### src/rtl/plm_pkg.sv
package plm_pkg;
   // register byte addresses (map is fixed; decode depends on it)
   localparam int unsigned PLM_A_MODE    = 'h1E;
   localparam int unsigned PLM_A_VERSION = 'h48;
   localparam int unsigned PLM_A_INVERT  = 'h4A;
   localparam int unsigned PLM_A_AND0    = 'h4C;
   localparam int unsigned PLM_A_OR0     = 'h6C;
   localparam int unsigned PLM_A_TEST    = 'h8C;
   localparam int unsigned PLM_A_INWORD  = 'h8E;
   localparam int unsigned PLM_A_OUTWORD = 'h90;
   localparam int unsigned PLM_A_STRIDE  = 2;
   // mode word bit positions
   localparam int unsigned PLM_MODE_TEST_BIT = 6;
   localparam int unsigned PLM_MODE_LAMP_BIT = 7;
   localparam int unsigned PLM_VERSION_WORD  = 'h0001;
endpackage

### src/rtl/plm_sync.sv
module plm_sync #(
   parameter int unsigned WIDTH  = 16,
   parameter int unsigned STAGES = 2
) (
   input  logic             clk,
   input  logic             rst_n,
   input  logic [WIDTH-1:0] d_async,
   output logic [WIDTH-1:0] q_sync
);
   generate
      if (STAGES == 0) begin : g_bypass
         assign q_sync = d_async;
      end else begin : g_chain
         logic [STAGES-1:0][WIDTH-1:0] stage_q;
         always_ff @(posedge clk) begin
            if (!rst_n) begin
               stage_q <= '0;
            end else begin
               stage_q[0] <= d_async;
               for (int s = 1; s < STAGES; s++) begin
                  stage_q[s] <= stage_q[s-1];
               end
            end
         end
         assign q_sync = stage_q[STAGES-1];
      end
   endgenerate
endmodule

### src/rtl/plm_regs.sv
module plm_regs
   import plm_pkg::*;
#(
   parameter int unsigned N_IN   = 16,
   parameter int unsigned N_OUT  = 16,
   parameter int unsigned ADDR_W = 8,
   parameter int unsigned DATA_W = 16
) (
   input  logic                        clk,
   input  logic                        rst_n,
   input  logic [ADDR_W-1:0]           bus_addr,
   input  logic                        bus_wr,
   input  logic [DATA_W-1:0]           bus_wdata,
   output logic [DATA_W-1:0]           bus_rdata,
   input  logic [N_IN-1:0]             in_word,
   input  logic [N_OUT-1:0]            out_word,
   output logic [N_OUT-1:0][N_IN-1:0]  and_mask,
   output logic [N_OUT-1:0][N_IN-1:0]  or_mask,
   output logic [N_OUT-1:0]            invert,
   output logic [N_IN-1:0]             test_pat,
   output logic                        test_en,
   output logic                        lamp_on
);
   localparam logic [ADDR_W-1:0] A_MODE = ADDR_W'(PLM_A_MODE);
   localparam logic [ADDR_W-1:0] A_VER  = ADDR_W'(PLM_A_VERSION);
   localparam logic [ADDR_W-1:0] A_INV  = ADDR_W'(PLM_A_INVERT);
   localparam logic [ADDR_W-1:0] A_TEST = ADDR_W'(PLM_A_TEST);
   localparam logic [ADDR_W-1:0] A_IN   = ADDR_W'(PLM_A_INWORD);
   localparam logic [ADDR_W-1:0] A_OUT  = ADDR_W'(PLM_A_OUTWORD);

   // per-output mask registers
   generate
      for (genvar g = 0; g < N_OUT; g++) begin : g_mask
         localparam logic [ADDR_W-1:0] A_AND_G = ADDR_W'(PLM_A_AND0 + PLM_A_STRIDE * g);
         localparam logic [ADDR_W-1:0] A_OR_G  = ADDR_W'(PLM_A_OR0 + PLM_A_STRIDE * g);
         always_ff @(posedge clk) begin
            if (!rst_n) begin
               and_mask[g] <= '0;
               or_mask[g]  <= '0;
            end else if (bus_wr) begin
               if (bus_addr == A_AND_G) and_mask[g] <= bus_wdata[N_IN-1:0];
               if (bus_addr == A_OR_G)  or_mask[g]  <= bus_wdata[N_IN-1:0];
            end
         end
      end
   endgenerate

   // control registers
   always_ff @(posedge clk) begin
      if (!rst_n) begin
         invert   <= '0;
         test_pat <= '0;
         test_en  <= 1'b0;
         lamp_on  <= 1'b0;
      end else if (bus_wr) begin
         if (bus_addr == A_INV)  invert   <= bus_wdata[N_OUT-1:0];
         if (bus_addr == A_TEST) test_pat <= bus_wdata[N_IN-1:0];
         if (bus_addr == A_MODE) begin
            test_en <= bus_wdata[PLM_MODE_TEST_BIT];
            lamp_on <= bus_wdata[PLM_MODE_LAMP_BIT];
         end
      end
   end

   // read mux
   always_comb begin
      bus_rdata = '0;
      if (bus_addr == A_MODE) begin
         bus_rdata[PLM_MODE_TEST_BIT] = test_en;
         bus_rdata[PLM_MODE_LAMP_BIT] = lamp_on;
      end
      if (bus_addr == A_VER)  bus_rdata = DATA_W'(PLM_VERSION_WORD);
      if (bus_addr == A_INV)  bus_rdata = DATA_W'(invert);
      if (bus_addr == A_TEST) bus_rdata = DATA_W'(test_pat);
      if (bus_addr == A_IN)   bus_rdata = DATA_W'(in_word);
      if (bus_addr == A_OUT)  bus_rdata = DATA_W'(out_word);
      for (int i = 0; i < N_OUT; i++) begin
         if (bus_addr == ADDR_W'(PLM_A_AND0 + PLM_A_STRIDE * i)) bus_rdata = DATA_W'(and_mask[i]);
         if (bus_addr == ADDR_W'(PLM_A_OR0 + PLM_A_STRIDE * i))  bus_rdata = DATA_W'(or_mask[i]);
      end
   end
endmodule

### src/rtl/plm_cell.sv
module plm_cell #(
   parameter int unsigned N_IN = 16
) (
   input  logic [N_IN-1:0] src,
   input  logic [N_IN-1:0] and_sel,
   input  logic [N_IN-1:0] or_sel,
   input  logic            inv,
   output logic            y
);
   logic and_term;
   logic or_term;
   always_comb begin
      // unselected inputs are forced high so they never veto the AND
      and_term = (|and_sel) & (&(src | ~and_sel));
      or_term  = |(src & or_sel);
      y        = (and_term | or_term) ^ inv;
   end
endmodule

### src/rtl/logic_matrix.sv
module logic_matrix
   import plm_pkg::*;
#(
   parameter int unsigned N_IN        = 16,
   parameter int unsigned N_OUT       = 16,
   parameter int unsigned ADDR_W      = 8,
   parameter int unsigned DATA_W      = 16,
   parameter int unsigned SYNC_STAGES = 2
) (
   input  logic              clk,
   input  logic              rst_n,
   input  logic [N_IN-1:0]   pins_in,
   input  logic [ADDR_W-1:0] bus_addr,
   input  logic              bus_wr,
   input  logic [DATA_W-1:0] bus_wdata,
   output logic [DATA_W-1:0] bus_rdata,
   output logic [N_OUT-1:0]  out_q,
   output logic              lamp_red
);
   localparam int unsigned MAX_ADDR = PLM_A_OUTWORD;

   generate
      if (N_IN == 0 || N_IN > DATA_W) begin : g_chk_in
         $error("logic_matrix: N_IN must be 1..DATA_W");
      end
      if (N_OUT == 0 || N_OUT > DATA_W) begin : g_chk_out
         $error("logic_matrix: N_OUT must be 1..DATA_W");
      end
      if (DATA_W <= PLM_MODE_LAMP_BIT) begin : g_chk_data
         $error("logic_matrix: DATA_W too narrow for mode bits");
      end
      if ((1 << ADDR_W) <= MAX_ADDR) begin : g_chk_addr
         $error("logic_matrix: ADDR_W cannot reach the register map");
      end
   endgenerate

   logic [N_IN-1:0]            sync_word;
   logic [N_IN-1:0]            src_word;
   logic [N_OUT-1:0][N_IN-1:0] and_mask;
   logic [N_OUT-1:0][N_IN-1:0] or_mask;
   logic [N_OUT-1:0]           invert;
   logic [N_IN-1:0]            test_pat;
   logic                       test_en;
   logic [N_OUT-1:0]           next_out;

   plm_sync #(.WIDTH(N_IN), .STAGES(SYNC_STAGES)) u_sync (
      .clk     (clk),
      .rst_n   (rst_n),
      .d_async (pins_in),
      .q_sync  (sync_word)
   );

   plm_regs #(.N_IN(N_IN), .N_OUT(N_OUT), .ADDR_W(ADDR_W), .DATA_W(DATA_W)) u_regs (
      .clk       (clk),
      .rst_n     (rst_n),
      .bus_addr  (bus_addr),
      .bus_wr    (bus_wr),
      .bus_wdata (bus_wdata),
      .bus_rdata (bus_rdata),
      .in_word   (sync_word),
      .out_word  (out_q),
      .and_mask  (and_mask),
      .or_mask   (or_mask),
      .invert    (invert),
      .test_pat  (test_pat),
      .test_en   (test_en),
      .lamp_on   (lamp_red)
   );

   assign src_word = test_en ? test_pat : sync_word;

   generate
      for (genvar g = 0; g < N_OUT; g++) begin : g_cell
         plm_cell #(.N_IN(N_IN)) u_cell (
            .src     (src_word),
            .and_sel (and_mask[g]),
            .or_sel  (or_mask[g]),
            .inv     (invert[g]),
            .y       (next_out[g])
         );
      end
   endgenerate

   always_ff @(posedge clk) begin
      if (!rst_n) out_q <= '0;
      else        out_q <= next_out;
   end
endmodule

### config.mk
export PLATFORM = sky130hd
export DESIGN_NAME = logic_matrix
export DESIGN_NICKNAME = d
export VERILOG_FILES = /design/src/rtl/plm_pkg.sv /design/src/rtl/plm_sync.sv /design/src/rtl/plm_regs.sv /design/src/rtl/plm_cell.sv /design/src/rtl/logic_matrix.sv
export SDC_FILE = /design/constraint.sdc
export NUM_CORES = 2
export LEC_CHECK = 0
export ABC_AREA = 0
export BUFFER_PORTS_ARGS = -buffer_cell sky130_fd_sc_hd__buf_2
export CAP_MARGIN = 10
export CORE_ASPECT_RATIO = 2
export CORE_UTILIZATION = 68
export CTS_CLUSTER_DIAMETER = 150
export DETAILED_ROUTE_END_ITERATION = 8
export PLACE_DENSITY = 0.86
export SYNTH_ARGS = -nofsm -noshare
export SYNTH_HDL_FRONTEND = slang
export SYNTH_SLANG_ARGS = --single-unit
### constraint.sdc
create_clock -name clk -period 4.68 [get_ports clk]
set_input_delay 0.468 -clock clk [delete_from_list [all_inputs] [get_ports clk]]
set_output_delay 0.468 -clock clk [all_outputs]
set_load 0.02 [all_outputs]
==> summary.md, run 1 <==
| Metric | Value |
|---|---|
| Distinct cells, synth | `82` |
| Largest net degree at the start of global routing | `194` |
| Exit stage | `global routing (5_1_grt)` |
| CTS Hold Bufs | `0` |
| Max Buffers Root-to-Sink | `3` |
| Post-Synthesis Cell Area | `30560 um2` |
| CTS sink count | `594` |
| # port buffers | `75` |
| Vias in the first global route | `34044` |
| Mapped Nets | `3772` |
| Grt total ovfl | `5` |
| Inserted Clock Buffers | `50` |
| Log Error | `[ERROR GRT-0116] Global routing finished with congestion. Check the congestion regions in the DRC Viewer.` |
| Post-CTS Resized | `0` |
| DP HPWL | `98420 um` |
| Htree depth | `2` |
| Setup Buffers After CTS | `0` |
| Register area share after synthesis | `0.3892` |
| Die height | `301.8 um` |
| First-pass GRT wire length | `235800 um` |
| Num ports | `76` |
| Initial Utilization | `0.6894` |
| Flop and latch count out of synthesis | `594` |
| Synth warnings | `0` |
| Cells after synthesis | `3729` |
| CTS Root Cell | `clkbuf_16` |
| Most used DFF post-synth | `dfxtp_1` |
| Syn Area/Cell | `8.194 um2` |
| Async SR Flop Fraction | `0` |
| Die outline width | `151.9 um` |
| Total track usage | `0.7055` |
| Site Rows | `109` |
| Gpl congestion | `1.301` |
| Status | `stopped before the end` |
| Post-synth EDFFs | `0` |
==> per-stage QoR <==
stage	setup WS [ps]	cell area, um2	std cells	utilization	hold WS [ps]
after floorplan	1470	30560	3729	-	411.9
after global placement	574.0	31110	4104	0.7020	418.4
after detailed placement	523.4	31110	4104	0.7020	419.2
after CTS	510.8	32860	4198	0.7413	54.29
==> Yosys cell counts, types with 13 or more instances <==
cell,count,share of area
nor2_1,96,0.012
buf_1,21,0.0026
xnor2_1,15,0.0043
mux2i_1,116,0.038
and2_1,48,0.0098
clkbuf_1,253,0.031
dfxtp_1,594,0.39
a22o_1,142,0.041
o221ai_1,29,0.0083
and3_1,40,0.0082
nor2b_1,104,0.021
nand2_1,867,0.11
mux2_2,19,0.0070
nand4_1,41,0.0084
a22oi_1,22,0.0054
o21ai_0,38,0.0062
nand3_1,159,0.026
nor4_1,82,0.017
a31oi_1,22,0.0045
a21boi_0,439,0.11
a222oi_1,38,0.012
buf_2,74,0.012
nor3_1,19,0.0031
a221oi_1,158,0.045
o2bb2ai_1,13,0.0037
o22ai_1,60,0.012
a21oi_1,58,0.0095
==> layer usage <==
layer,overflow,track usage
met5,0,0.1905
met4,3,0.7126
met3,0,0.4964
met2,2,0.9131
met1,0,0.7094
==> cell families after synthesis <==
logic type / share of synthesized area
buf+inv: 0.04877
mux: 0.04500
flops: 0.3892
simple gates: 0.2292
compound gates: 0.2836
xor+xnor: 0.004300
==> inputs of run 2 (changes only) <==
--- a/config.mk
+++ b/config.mk
@@ -8,11 +8,9 @@
 export ABC_AREA = 0
 export BUFFER_PORTS_ARGS = -buffer_cell sky130_fd_sc_hd__buf_2
 export CAP_MARGIN = 10
-export CORE_ASPECT_RATIO = 2
-export CORE_UTILIZATION = 68
-export CTS_CLUSTER_DIAMETER = 150
+export CORE_UTILIZATION = 40
 export DETAILED_ROUTE_END_ITERATION = 8
-export PLACE_DENSITY = 0.86
+export PLACE_DENSITY_LB_ADDON = 0.15
 export SYNTH_ARGS = -nofsm -noshare
 export SYNTH_HDL_FRONTEND = slang
 export SYNTH_SLANG_ARGS = --single-unit
==> run 2 against run 1 <==
  * The run now ends clean
  * Synthesized area stayed put
  * Synthesized cell count is the same
==> summary.md, run 2 <==
| Metric | Value |
|---|---|
| Most common cell after layout, fill and taps aside | `nand2_1` |
| Crit path time final | `4449 ps` |
| Syn Area/Cell | `8.194 um2 (unchanged)` |
| Layout Nets | `3708` |
| Async SR Flop Fraction | `0 (unchanged)` |
| Endpoints failing setup | `0` |
| Most frequent cell after synthesis | `nand2_1` |
| Max-cap violations | `0` |
| Setup_tns | `0 ps` |
| Synth top area cells | `dfxtp_1 39%, a21boi_0 11%, nand2_1 11%, a221oi_1 4.5%, a22o_1 4.1%` |
| RSZ-0062 raised after global routing | `false` |
| Die Footprint | `77500 um2` |
| Initial antenna violation count | `5` |
| Flop and latch count out of synthesis | `594 (unchanged)` |
| Vias in the first global route | `29173` |
| Initial Utilization | `0.4070 (-0.2824)` |
| Setup Buffers After CTS | `0 (unchanged)` |
| Top Registers | `u_regs.and_mask (256), u_regs.or_mask (256)` |
| Status | `finished, final reports clean` |
| Slowest-stage cell, CP | `a2111oi_0` |
| Post-CTS Resized | `0 (unchanged)` |
| Grt total ovfl | `0` |
| Static leakage | `12.01 nW` |
| Total track usage | `0.3980` |
| Setup Skew | `16.16 ps` |
| Crit end category | `output port` |
| CP Max Fanout | `21` |
| Post-synth EDFFs | `0 (unchanged)` |
| Synth warnings | `0 (unchanged)` |
| Detailed Route WL | `158900 um` |
| Mapped Nets | `3772 (unchanged)` |
| Startpoint types | `input port` |
| WP buf/inv | `2` |
| Distinct cells, synth | `82 (unchanged)` |
| Share of cells above drive strength 1 | `0.1068` |
| Gpl congestion | `1.083 (-17%)` |
| Peak VDD IR | `231.7 uV` |
| First-pass GRT wire length | `223900 um` |
| Site Rows | `100 (-8.3%)` |
| CTS Root Cell | `clkbuf_16` |
| Hold crit path type | `in -> reg` |
| DRT iter0 DRCs | `5199` |
| DRC | `0` |
| Power Density | `339.3 nW/um2` |
| Remaining antenna violation count after routing | `0` |
| Count of final max-slew check failures | `0` |
| Worst EP arrival | `3980 ps` |
| Cells after synthesis | `3729 (unchanged)` |
| DR WL/cell | `33.90 um` |
| Die outline width | `278.4 um (+83%)` |
| Worst slew pin tran | `1100 ps` |
| Worst stage delay on the critical path | `780 ps` |
| Total number of vias | `31986` |
| Data required, critical path | `4210 ps` |
| Die height | `278.4 um (-7.8%)` |
| CTS sink count | `594 (unchanged)` |
| Final Hold Fails | `0` |
| Setup CP Type | `in -> out` |
| Htree depth | `3 (+1)` |
| Clock tree from TritonCTS | `done` |
| Worst-skew pair later-pin latency | `630 ps` |
| Max_slew headroom | `0.2524` |
| Num ports | `76 (unchanged)` |
| Largest net degree at the start of global routing | `177` |
| CTS Hold Bufs | `0 (unchanged)` |
| Fmax | `224.8 MHz` |
| Core ar. | `75070 um2` |
| Synth cell count leaders | `867 x nand2_1, 594 x dfxtp_1, 439 x a21boi_0` |
| DP HPWL | `107600 um (+9.4%)` |
| Register area share after synthesis | `0.3892 (unchanged)` |
| Post-Synthesis Cell Area | `30560 um2 (unchanged)` |
| Final worst-path cycle share | `0.9506` |
| Most used DFF post-synth | `dfxtp_1` |
| Max Buffers Root-to-Sink | `3 (unchanged)` |
| Worst-path clk slew | `60 ps` |
| Routed vias/inst | `6.821` |
| Synth-to-layout area growth | `12.32%` |
| CP most frequent cell | `buf_2` |
| Number of detailed-route iterations in the first pass | `9` |
| Final core occ | `0.4572` |
| Post-synth top area share | `0.3892 (unchanged)` |
| # port buffers | `75 (unchanged)` |
| Inserted Clock Buffers | `69 (+38%)` |
| Most frequent cells in the layout | `867 x nand2_1, 593 x dfxtp_1, 439 x a21boi_0, 159 x nand3_1, 158 x a221oi_1` |
| Crit-path leading delay family | `compound AO/OA/AOI/OAI gates` |
| Critical-path cell list | `buf_2 -> and4bb_2 -> nand2_1 -> o211ai_1 -> nor4_1 -> a2111oi_0 -> o211a_1 -> a21oi_1 -> buf_2` |
| Largest area contributor in the netlist | `dfxtp_1` |
[run 2: worst paths after layout]
check	from	endpoint	slack, ps	depth (start not counted)
worst max register to register	u_regs.test_en	out_q[5]	970	8
worst min register to register	u_sync.g_chain.stage_q[8]	u_sync.q_sync[8]	430	1
worst min-delay path	pins_in[13]	u_sync.g_chain.stage_q[13]	50	2
worst max-delay path	bus_addr[2]	bus_rdata[0]	230	9
[run 2: kinds of logic (layout without fill, tap and decap cells)]
group / count (synthesis) / count (layout) / share of synthesized area
AO/OA/AOI/OAI: 1117 / 1117 / 0.2836
flip-flops: 594 / 594 / 0.3892
buffers and inverters: 363 / 351 / 0.04877
multiplexers: 135 / 135 / 0.04500
other: 0 / 3 / 0
XOR/XNOR: 15 / 15 / 0.004300
AND/OR/NAND/NOR: 1505 / 1505 / 0.2292
[run 2: per-stage QoR]
step	cell area, um2	hold slack, ps	power (mW)	cells	worst slack [ps]
floorplan	30560	411.9	5.571	3729	1470
global placement	31950	417.3	5.954	4563	402.5
detailed placement	31950	419.9	5.951	4563	426.5
CTS	34310	29.39	11.62	4686	418.0
global route	34310	45.07	11.84	4686	284.5
finish	34320	45.15	11.65	4689	231.3
[run 2: worst reg2reg max path, cell delays in order, from the launching register on]
cell      delay [ps]
dfxtp_2          650
buf_4            340
mux2_2           670
a22o_1           360
a221oi_1         250
nand4_1          240
a31oi_1          810
xnor2_1          110
and2_1           180
[run 2: power breakdown]
group	internal (mW)	switching, mW	total [mW]
Clock	3.40	2.35	5.75
Combinational	0.194	0.602	0.796
Sequential	5.08	0.0221	5.10
[run 2: cell type report]
| type | count | area (um2) |
|---|---|---|
| fill | 7447 | 40750 |
| multi-input combinational | 2772 | 17270 |
| sequential | 594 | 11890 |
| clock buffer | 99 | 2054 |
| timing repair buffer | 222 | 1553 |
| tap | 969 | 1212 |
| clock inverter | 24 | 312.8 |
| inverter | 6 | 22.52 |
| antenna | 3 | 7.507 |
[run 2: routing by layer]
| metal | GRT usage | vias up | wire length [um] |
|---|---|---|---|
| met2 | 0.5671 | 2392 | 64420 |
| li1 | - | 13538 | - |
| met4 | 0.2125 | 6 | 10070 |
| met3 | 0.1019 | 612 | 19340 |
| met1 | 0.5461 | 15438 | 65010 |
| met5 | 0.003127 | - | 103 |
No activity file was read; power rests on OpenSTA's default activity.
